===== src/rtl/scan_seq_pkg.sv =====
package scan_seq_pkg;

  typedef enum logic [1:0] {
    ST_IDLE,
    ST_SHIFT,
    ST_CAPTURE,
    ST_DONE
  } seqState_e;

  // strobes from control to datapath
  typedef struct packed {
    logic captureOn;    // capture cycle, testCtrl high
    logic loadValid;    // shift cycle that loads a real vector bit
    logic checkUnload;  // shift cycle whose scanOut bit is compared
    logic clearRes;     // a new run is starting
  } seqStrobe_t;

endpackage


===== src/rtl/scan_seq_ctrl.sv =====
module scan_seq_ctrl
  import scan_seq_pkg::*;
#(
  parameter int NSFF  = 4,
  parameter int NCOMB = 4,
  localparam int BW = (NSFF > 1) ? $clog2(NSFF) : 1,
  localparam int VW = $clog2(NCOMB + 1)
) (
  input  logic          clk,
  input  logic          rstN,
  input  logic          start,
  output seqStrobe_t    strobe,
  output logic [BW-1:0] bitIdx,
  output logic [VW-1:0] vecIdx,
  output logic          done
);

  localparam logic [BW-1:0] LAST_BIT = BW'(NSFF - 1);
  localparam logic [VW-1:0] LAST_VEC = VW'(NCOMB);

  seqState_e     state;
  logic [BW-1:0] bitCnt;
  logic [VW-1:0] vecCnt;
  logic          unloading;
  logic          idleLike;

  assign idleLike = (state == ST_IDLE) || (state == ST_DONE);

  always_ff @(posedge clk) begin
    if (!rstN) begin
      state     <= ST_IDLE;
      bitCnt    <= '0;
      vecCnt    <= '0;
      unloading <= 1'b0;
    end else begin
      unique case (state)
        ST_IDLE, ST_DONE: begin
          if (start) begin
            state     <= ST_SHIFT;
            bitCnt    <= '0;
            vecCnt    <= '0;
            unloading <= 1'b0;
          end
        end
        ST_SHIFT: begin
          if (bitCnt == LAST_BIT) begin
            bitCnt <= '0;
            state  <= (vecCnt == LAST_VEC) ? ST_DONE : ST_CAPTURE;
          end else begin
            bitCnt <= bitCnt + BW'(1);
          end
        end
        ST_CAPTURE: begin
          vecCnt    <= vecCnt + VW'(1);
          unloading <= 1'b1;
          state     <= ST_SHIFT;
        end
        default: state <= ST_IDLE;
      endcase
    end
  end

  always_comb begin
    strobe.captureOn   = (state == ST_CAPTURE);
    strobe.loadValid   = (state == ST_SHIFT) && (vecCnt != LAST_VEC);
    strobe.checkUnload = (state == ST_SHIFT) && unloading;
    strobe.clearRes    = idleLike && start;
  end

  assign bitIdx = bitCnt;
  assign vecIdx = vecCnt;
  assign done   = (state == ST_DONE);


  tc_single_pulse_chk: assert property (@(posedge clk) disable iff (!rstN)
    strobe.captureOn |=> !strobe.captureOn && (bitIdx == '0));


  done_hold_chk: assert property (@(posedge clk) disable iff (!rstN)
    done && !start |=> done);


  start_ignored_chk: assert property (@(posedge clk) disable iff (!rstN)
    (state == ST_SHIFT) && (bitIdx != LAST_BIT) |=> !done && !idleLike);


  bit_range_chk: assert property (@(posedge clk) disable iff (!rstN)
    bitIdx <= LAST_BIT);


  reset_idle_chk: assert property (@(posedge clk)
    !rstN |=> !done && !strobe.captureOn);

endmodule


===== src/rtl/scan_seq_dp.sv =====
module scan_seq_dp
  import scan_seq_pkg::*;
#(
  parameter int NSFF  = 4,
  parameter int NCOMB = 4,
  parameter int NPI   = 3,
  parameter int NPO   = 2,
  localparam int VECW = 2 * NSFF + NPI + NPO,
  parameter logic [NCOMB*VECW-1:0] PATTERNS = '0,
  localparam int BW = (NSFF > 1) ? $clog2(NSFF) : 1,
  localparam int VW = $clog2(NCOMB + 1)
) (
  input  logic           clk,
  input  logic           rstN,
  input  seqStrobe_t     strobe,
  input  logic [BW-1:0]  bitIdx,
  input  logic [VW-1:0]  vecIdx,
  input  logic           scanOut,
  input  logic [NPO-1:0] poIn,
  output logic           scanIn,
  output logic [NPI-1:0] piOut,
  output logic           fail,
  output logic [VW-1:0]  failIdx
);

  localparam int NEXT_LO = 0;
  localparam int EPO_LO  = NSFF;
  localparam int PI_LO   = NSFF + NPO;
  localparam int ST_LO   = NSFF + NPO + NPI;
  localparam logic [VW-1:0] LAST_VEC = VW'(NCOMB);

  logic [VECW-1:0] vecMem [NCOMB];

  for (genvar g = 0; g < NCOMB; g++) begin : g_unpack
    assign vecMem[g] = PATTERNS[g*VECW +: VECW];
  end

  logic [VECW-1:0] curWord, prevWord;

  // curWord: vector being loaded/captured; prevWord: vector being unloaded
  always_comb begin
    curWord  = '0;
    prevWord = '0;
    for (int k = 0; k < NCOMB; k++) begin
      if (vecIdx == VW'(k))     curWord  = vecMem[k];
      if (vecIdx == VW'(k + 1)) prevWord = vecMem[k];
    end
  end

  logic [NSFF-1:0] curState, expNext;
  logic [NPI-1:0]  curPi;
  logic [NPO-1:0]  curExpPo;

  assign curState = curWord[ST_LO +: NSFF];
  assign curPi    = curWord[PI_LO +: NPI];
  assign curExpPo = curWord[EPO_LO +: NPO];
  assign expNext  = prevWord[NEXT_LO +: NSFF];

  logic loadBit, unloadBit;

  // shift cycle j carries bit NSFF-1-j in both directions
  always_comb begin
    loadBit   = 1'b0;
    unloadBit = 1'b0;
    for (int j = 0; j < NSFF; j++) begin
      if (bitIdx == BW'(j)) begin
        loadBit   = curState[NSFF-1-j];
        unloadBit = expNext[NSFF-1-j];
      end
    end
  end

  assign scanIn = strobe.loadValid ? loadBit : 1'b0;
  assign piOut  = strobe.captureOn ? curPi : '0;

  logic poMiss, stMiss;
  assign poMiss = strobe.captureOn && (poIn != curExpPo);
  assign stMiss = strobe.checkUnload && (scanOut != unloadBit);

  always_ff @(posedge clk) begin
    if (!rstN) begin
      fail    <= 1'b0;
      failIdx <= '0;
    end else if (strobe.clearRes) begin
      fail    <= 1'b0;
      failIdx <= '0;
    end else if (!fail && (poMiss || stMiss)) begin
      fail    <= 1'b1;
      failIdx <= poMiss ? vecIdx : vecIdx - VW'(1);
    end
  end


  fail_sticky_chk: assert property (@(posedge clk) disable iff (!rstN)
    fail && !strobe.clearRes |=> fail && $stable(failIdx));


  fail_index_chk: assert property (@(posedge clk) disable iff (!rstN)
    fail |-> failIdx < LAST_VEC);


  reset_clear_chk: assert property (@(posedge clk)
    !rstN |=> !fail && (failIdx == '0));


  pi_capture_only_chk: assert property (@(posedge clk) disable iff (!rstN)
    $fell(strobe.captureOn) |-> piOut == '0);

endmodule


===== src/rtl/scan_test_seq.sv =====
module scan_test_seq
  import scan_seq_pkg::*;
#(
  parameter int NSFF  = 4,
  parameter int NCOMB = 4,
  parameter int NPI   = 3,
  parameter int NPO   = 2,
  localparam int VECW = 2 * NSFF + NPI + NPO,
  parameter logic [NCOMB*VECW-1:0] PATTERNS = '0,
  localparam int BW = (NSFF > 1) ? $clog2(NSFF) : 1,
  localparam int VW = $clog2(NCOMB + 1)
) (
  input  logic           clk,
  input  logic           rstN,
  input  logic           start,
  input  logic           scanOut,
  input  logic [NPO-1:0] poIn,
  output logic           testCtrl,
  output logic           scanIn,
  output logic [NPI-1:0] piOut,
  output logic           done,
  output logic           fail,
  output logic [VW-1:0]  failIdx
);

  seqStrobe_t    strobe;
  logic [BW-1:0] bitIdx;
  logic [VW-1:0] vecIdx;

  scan_seq_ctrl #(.NSFF(NSFF), .NCOMB(NCOMB)) u_ctrl (
    .clk    (clk),
    .rstN   (rstN),
    .start  (start),
    .strobe (strobe),
    .bitIdx (bitIdx),
    .vecIdx (vecIdx),
    .done   (done)
  );

  scan_seq_dp #(
    .NSFF(NSFF), .NCOMB(NCOMB), .NPI(NPI), .NPO(NPO), .PATTERNS(PATTERNS)
  ) u_dp (
    .clk     (clk),
    .rstN    (rstN),
    .strobe  (strobe),
    .bitIdx  (bitIdx),
    .vecIdx  (vecIdx),
    .scanOut (scanOut),
    .poIn    (poIn),
    .scanIn  (scanIn),
    .piOut   (piOut),
    .fail    (fail),
    .failIdx (failIdx)
  );

  assign testCtrl = strobe.captureOn;

endmodule


===== config.mk =====
export PLATFORM = sky130hd
export DESIGN_NAME = scan_test_seq
export DESIGN_NICKNAME = d
export VERILOG_FILES = /design/src/rtl/scan_seq_pkg.sv /design/src/rtl/scan_seq_ctrl.sv /design/src/rtl/scan_seq_dp.sv /design/src/rtl/scan_test_seq.sv
export SDC_FILE = /design/constraint.sdc
export NUM_CORES = 1
export LEC_CHECK = 0
export ABC_AREA = 1
export BUFFER_PORTS_ARGS = -buffer_cell sky130_fd_sc_hd__buf_2
export CAP_MARGIN = 20
export CELL_PAD_IN_SITES_DETAIL_PLACEMENT = 1
export CELL_PAD_IN_SITES_GLOBAL_PLACEMENT = 2
export CORE_MARGIN = 4
export CORE_UTILIZATION = 27
export DETAILED_ROUTE_END_ITERATION = 16
export HOLD_SLACK_MARGIN = 0.15
export PLACE_DENSITY_LB_ADDON = 0.1
export REMOVE_ABC_BUFFERS = 1
export SYNTH_ARGS = -nofsm -noshare
export SYNTH_HDL_FRONTEND = slang
export SYNTH_SLANG_ARGS = --single-unit

===== constraint.sdc =====
create_clock -name clk -period 1.9 [get_ports clk]
set_clock_uncertainty 0.1 [all_clocks]
set_input_delay 0.475 -clock clk [delete_from_list [all_inputs] [get_ports clk]]
set_output_delay 0.475 -clock clk [all_outputs]
set_load 0.03 [all_outputs]

== Word level (Yosys, flattened, before mapping) ==
Index checks and enable logic that the tools add are counted.

* Register bits: 12
* Bits in latches: 0
* Bits in writable memories: 0
* Bits in read-only memories: 0
* Input port bits: 6
* Output and inout bits: 10
* Logic and storage cells: 46
* Memories: 0

* Add/subtract/negate cells: 3
* $mul: 0
* Divide/modulo/power cells: 0
* Order comparisons: 0
* Equal/unequal tests: 7
* Shift operators: 0
* Mux-type cells: 12
* Bitwise operators: 1
* Reductions and logical operators: 17

{| class="wikitable"
|+ Operator list
! kind !! count
|-
| 2-bit 2-to-1 mux || 4
|-
| 2-bit equality test, second input constant || 3
|-
| 3-bit 2-to-1 mux || 2
|-
| 2-bit one-hot mux with 3 select lines || 1
|-
| 3-bit one-hot mux with 2 select lines || 1
|-
| 2-bit AND reduction || 3
|-
| 2-bit nonzero test || 3
|-
| 1-bit logical AND || 5
|-
| 2-bit one-hot mux with 2 select lines || 1
|-
| 2-bit OR reduction || 2
|-
| 3-bit by 1-bit adder with 3-bit output, second input constant || 1
|-
| 3-bit equality test, second input constant || 1
|-
| 3-bit by 1-bit subtractor with 3-bit output, second input constant || 1
|-
| 2-bit by 1-bit adder with 2-bit output, second input constant || 1
|-
| 2-bit by 1-bit equality test with 1-bit output, second input constant || 1
|-
| 2-bit logical NOT || 1
|-
| 1-bit logical OR || 2
|-
| 1-bit 2-to-1 mux || 2
|-
| 2-bit by 1-bit != test with 1-bit output, second input constant || 1
|-
| 2-bit != test, second input constant || 1
|-
| 1-bit one-hot mux with 2 select lines || 1
|-
| 1-bit logical NOT || 1
|-
| 1-bit NOT || 1
|}

== Depth between registers and ports, before layout ==
* Depth after elaboration: 5
* Depth in mapped cells: 9
* Gate-level depth less buffers: 9

== Modules after synthesis ==
Synthesis repeated with hierarchy kept, for this count alone.

* Cells, all modules: 120
* Area, all modules: 783.3 um^2

{| class="wikitable"
|+ By module, submodules not included
! module !! instances !! cells an instance !! area an instance (um^2) !! seq. area each (um^2)
|-
| scan_seq_ctrl || 1 || 68 || 476.7 || 160.2
|-
| scan_seq_dp || 1 || 52 || 306.5 || 80.1
|}

== Least setup slack after synthesis ==
Ideal clock, no wire load.

* Path kind: flip-flop to flip-flop
* From: reg u_ctrl.state[0]
* To: reg u_dp.failIdx[0]
* Arrival: 1266 ps
* Data required time: 1687 ps
* Slack: 421 ps
* Stages on the path, launching flop included: 8
* Path buffers: 0
* Cell sequence: dfxtp_1 > inv_1 > ha_1 > o21ai_2 > nand2_2 > nand2_2 > nor2_1 > nor2_1

{| class="wikitable"
|+ RTL lines
! element !! line !! text
|-
| from (decl) || scan_seq_ctrl.sv:21 || <nowiki>seqState_e state;</nowiki>
|-
| from (signal assigned) || scan_seq_ctrl.sv:48 || <nowiki>state <= (vecCnt == LAST_VEC) ? ST_DONE : ST_CAPTURE;</nowiki>
|-
| 2-bit equality test * || scan_seq_ctrl.sv:64 || <nowiki>strobe.captureOn = (state == ST_CAPTURE);</nowiki>
|-
| via testCtrl || scan_test_seq.sv:18 || <nowiki>output logic testCtrl,</nowiki>
|-
| 1-bit logical AND * || scan_seq_dp.sv:77 || <nowiki>assign poMiss = strobe.captureOn && (poIn != curExpPo);</nowiki>
|-
| 1-bit logical OR || scan_seq_dp.sv:87 || <nowiki>end else if (!fail && (poMiss || stMiss)) begin</nowiki>
|-
| 1-bit logical AND || scan_seq_dp.sv:87 ||
|-
| to (signal assigned) || scan_seq_dp.sv:89 || <nowiki>failIdx <= poMiss ? vecIdx : vecIdx - VW'(1);</nowiki>
|-
| to (decl) || scan_seq_dp.sv:23 || <nowiki>output logic [VW-1:0] failIdx</nowiki>
|}

Mark *: on every way through the listed nets, which the timed path passes. The rest lies on a longest branch.
A chain may end at the register's enable or synchronous reset.

== Final worst setup path ==
* From: reg u_ctrl.state[1]
* To: out testCtrl

* Longest elaborated chain between the ends: 1

{| class="wikitable"
|+ Ends and longest elaborated chain
! element !! line
|-
| 2-bit equality test || scan_seq_ctrl.sv:64
|-
| to (decl) || scan_test_seq.sv:18
|}

No other way between the ends.

==> results.md <==
- Clk root buf: clkbuf_4
- Gates resized, CTS repair: 0
- Min cycle time layout: approximately 1.7 ns
- Worst vdd ir: 0.000254 V
- Final TNS setup: 0 ns
- HP Class: reg2reg
- Die height: a little under 60 um
- Final setup viols: 0
- Fraction of layout cells with a size suffix above 1: 0.172
- Hold Startpoint: u_ctrl.unloading$_SDFFE_PN0P_
- Critical Path Fanout Max: 8
- Reg2Reg Depth: 6
- R2R Setup Slk: 0.34 ns
- Yosys cell types: 15
- P_leak: 0.000422 uW
- Most frequent cells in the layout: 25 x nand2_1, 17 x inv_1, 12 x dfxtp_1
- Fin crit share: 0.916
- Setup WS pre-CTS: 0.294 ns
- RSZ-0062 raised after global routing: false
- Mapped Cells: slightly above 100
- Met2 Use GR: 0.164
- First-pass GRT wire length: ~2600 um
- Pin count of the biggest net entering global routing: 9
- Hold path depth: 2
- Number of diodes: 0
- Gr usage total: 0.102
- Remaining DRCs: 0
- Max cap viols: 0
- Via count: between 600 and 700
- Register area share after synthesis: 0.343
- Vias in the first global route: 623
- Total Wirelength: 1550 um
- Placer Congestion: 0.691
- Pre-antenna DRT Iters: 2
- Total grt overflow: 0
- WL/cell: 10.6 um
- Worst setup SP type: flip-flop
- Nets: 130
- Clk sinks: 12
- CTS tree: done
- Chip Width: around 59 um
- Hold Fails Final Rpt: 0
- Hold-fix buffers, CTS: 0
- Clock transition at path regs: approximately 0.080 ns
- GRT met1 Usage: 0.123
- Syn-to-layout area delta: 16.1%
- Max-slew violations: 0
- Clk_lat worst skew: 0.27 ns
- Area of placed instances: 773 um^2
- HPWL Detailed: between 1000 and 1500 um
- Post-route ant nets: 0
- Arr. time, crit path: 1.17 ns
- Pwr per Cell Area: 654 mW/mm^2
- Critical setup path kind: reg2out
- Met3 GRT Util: 0.0263
- IO Pins: 16
- DR vias/cell: 4.34
- Busiest grt layer: met2
- Crit end category: primary output
- Core Region: roughly 0.0025 mm^2
- Mapped cell area: ~700 um^2
- Synth Area per Inst: 6.86 um^2
- Max H-tree Level: 1
- Final Worst Setup Slack: between 0.15 and 0.2 ns
- Num rows: 18
- Iteration-0 DRC Markers: 5
- DIE AREA: 0.00347 mm^2
- Hold endpoint: u_ctrl.unloading$_SDFFE_PN0P_
- Count of input and output buffers: 11
- Critical path data required time: roughly 1.3 ns
- Initial antenna violation count: 0
- Yosys reg bits: 12
- CTS Buffer Depth: 2
- Most common cell after layout, fill and taps aside: nand2_1
- CTS buffer count: 3
- Setup bufs post-CTS: 0
- Status: finished clean
- Post-route cell area: 812 um^2
- FMAX: ~570 MHz
- Yosys warns: 0
- Initial core utilization: 0.282
- Reg-to-Reg Start: u_ctrl.state[0]$_SDFFE_PN0P_
- Worst reg2reg path endpoint: u_ctrl.bitIdx[0]$_SDFFE_PN0P_
[power breakdown]
part	switching (uW)	internal [uW]	total (uW)
Clock	89.7	116	206
Sequential	4.68	257	262
Combinational	44.3	18.6	62.9
[worst max-delay path by stage]
stage / from / endpoint / slack, ns / cells past startpoint
global placement: u_ctrl.state[0]$_SDFFE_PN0P_ / u_ctrl.bitIdx[0]$_SDFFE_PN0P_ / 0.34 / 6
finish: u_ctrl.state[1]$_SDFFE_PN0P_ / testCtrl / 0.16 / 2
detailed placement: u_ctrl.state[0]$_SDFFE_PN0P_ / u_ctrl.bitIdx[0]$_SDFFE_PN0P_ / 0.29 / 6
floorplan: u_ctrl.state[0]$_SDFFE_PN0P_ / u_dp.failIdx[0]$_SDFFE_PP0P_ / 0.42 / 7
CTS: u_ctrl.state[1]$_SDFFE_PN0P_ / testCtrl / 0.05 / 2
global route: u_ctrl.state[1]$_SDFFE_PN0P_ / testCtrl / 0.07 / 2
[final cells by class]
| cell class | instances | area [um^2] |
|---|---|---|
| sequential | 12 | 240 |
| timing repair buffer | 11 | 55.1 |
| fill | 340 | 1670 |
| multi-input combinational | 72 | 379 |
| clock buffer | 4 | 36.3 |
| tap | 30 | 37.5 |
| inverter | 17 | 63.8 |
[metal layers]
metal | share of wire | wire [um] | up-vias
met5 | 0 | 0 | -
met4 | 0.0097 | 15 | 0
met3 | 0.052 | 81 | 2
met2 | 0.47 | 723 | 11
met1 | 0.47 | 725 | 283
li1 | - | - | 337
[synth_stat cells]
cell,count,share of area
conb_1,1,0.0054
or2_2,1,0.0090
nand2_1,25,0.13
dfxtp_1,12,0.34
ha_1,7,0.13
inv_1,17,0.091
o21ai_0,7,0.050
nand3_1,8,0.057
xnor2_1,1,0.013
a21oi_1,6,0.043
o21ai_2,1,0.013
buf_4,4,0.043
nor2_1,9,0.048
nor3_1,1,0.0071
nand2_2,2,0.018
[registers in the layout (all words and copies together), names as in the netlist]
register          count
u_ctrl.unloading      1
u_dp.failIdx          3
u_ctrl.state          2
u_ctrl.bitIdx         2
u_ctrl.vecIdx         3
u_dp.fail             1
[critical path: stages (launching register included)]
cell and delay (ns):
dfxtp_1 0.39, ha_2 0.28, buf_2 0.22
[cell families (layout without fill, tap and decap cells)]
family,after synthesis,in the layout,share of synthesized area
xor+xnor,1,1,0.0125
flops,12,12,0.343
compound gates,14,14,0.106
simple gates,46,46,0.274
fa+ha+maj,7,7,0.125
buf+inv,21,32,0.134
other cells,1,4,0.00536
[through the flow]
| step | instances | power, uW | hold WS [ns] | util |
|---|---|---|---|---|
| 2_1_floorplan | 101 | 312 | 0.320 | - |
| 5_1_grt | 146 | 565 | 0.389 | 0.328 |
| 3_5_place_dp | 142 | 331 | 0.349 | 0.312 |
| 6_report | 146 | 531 | 0.359 | 0.328 |
| 3_3_place_gp | 142 | 331 | 0.336 | 0.312 |
| 4_1_cts | 146 | 542 | 0.366 | 0.327 |
Note: power is estimated with default switching activity, not from simulation.
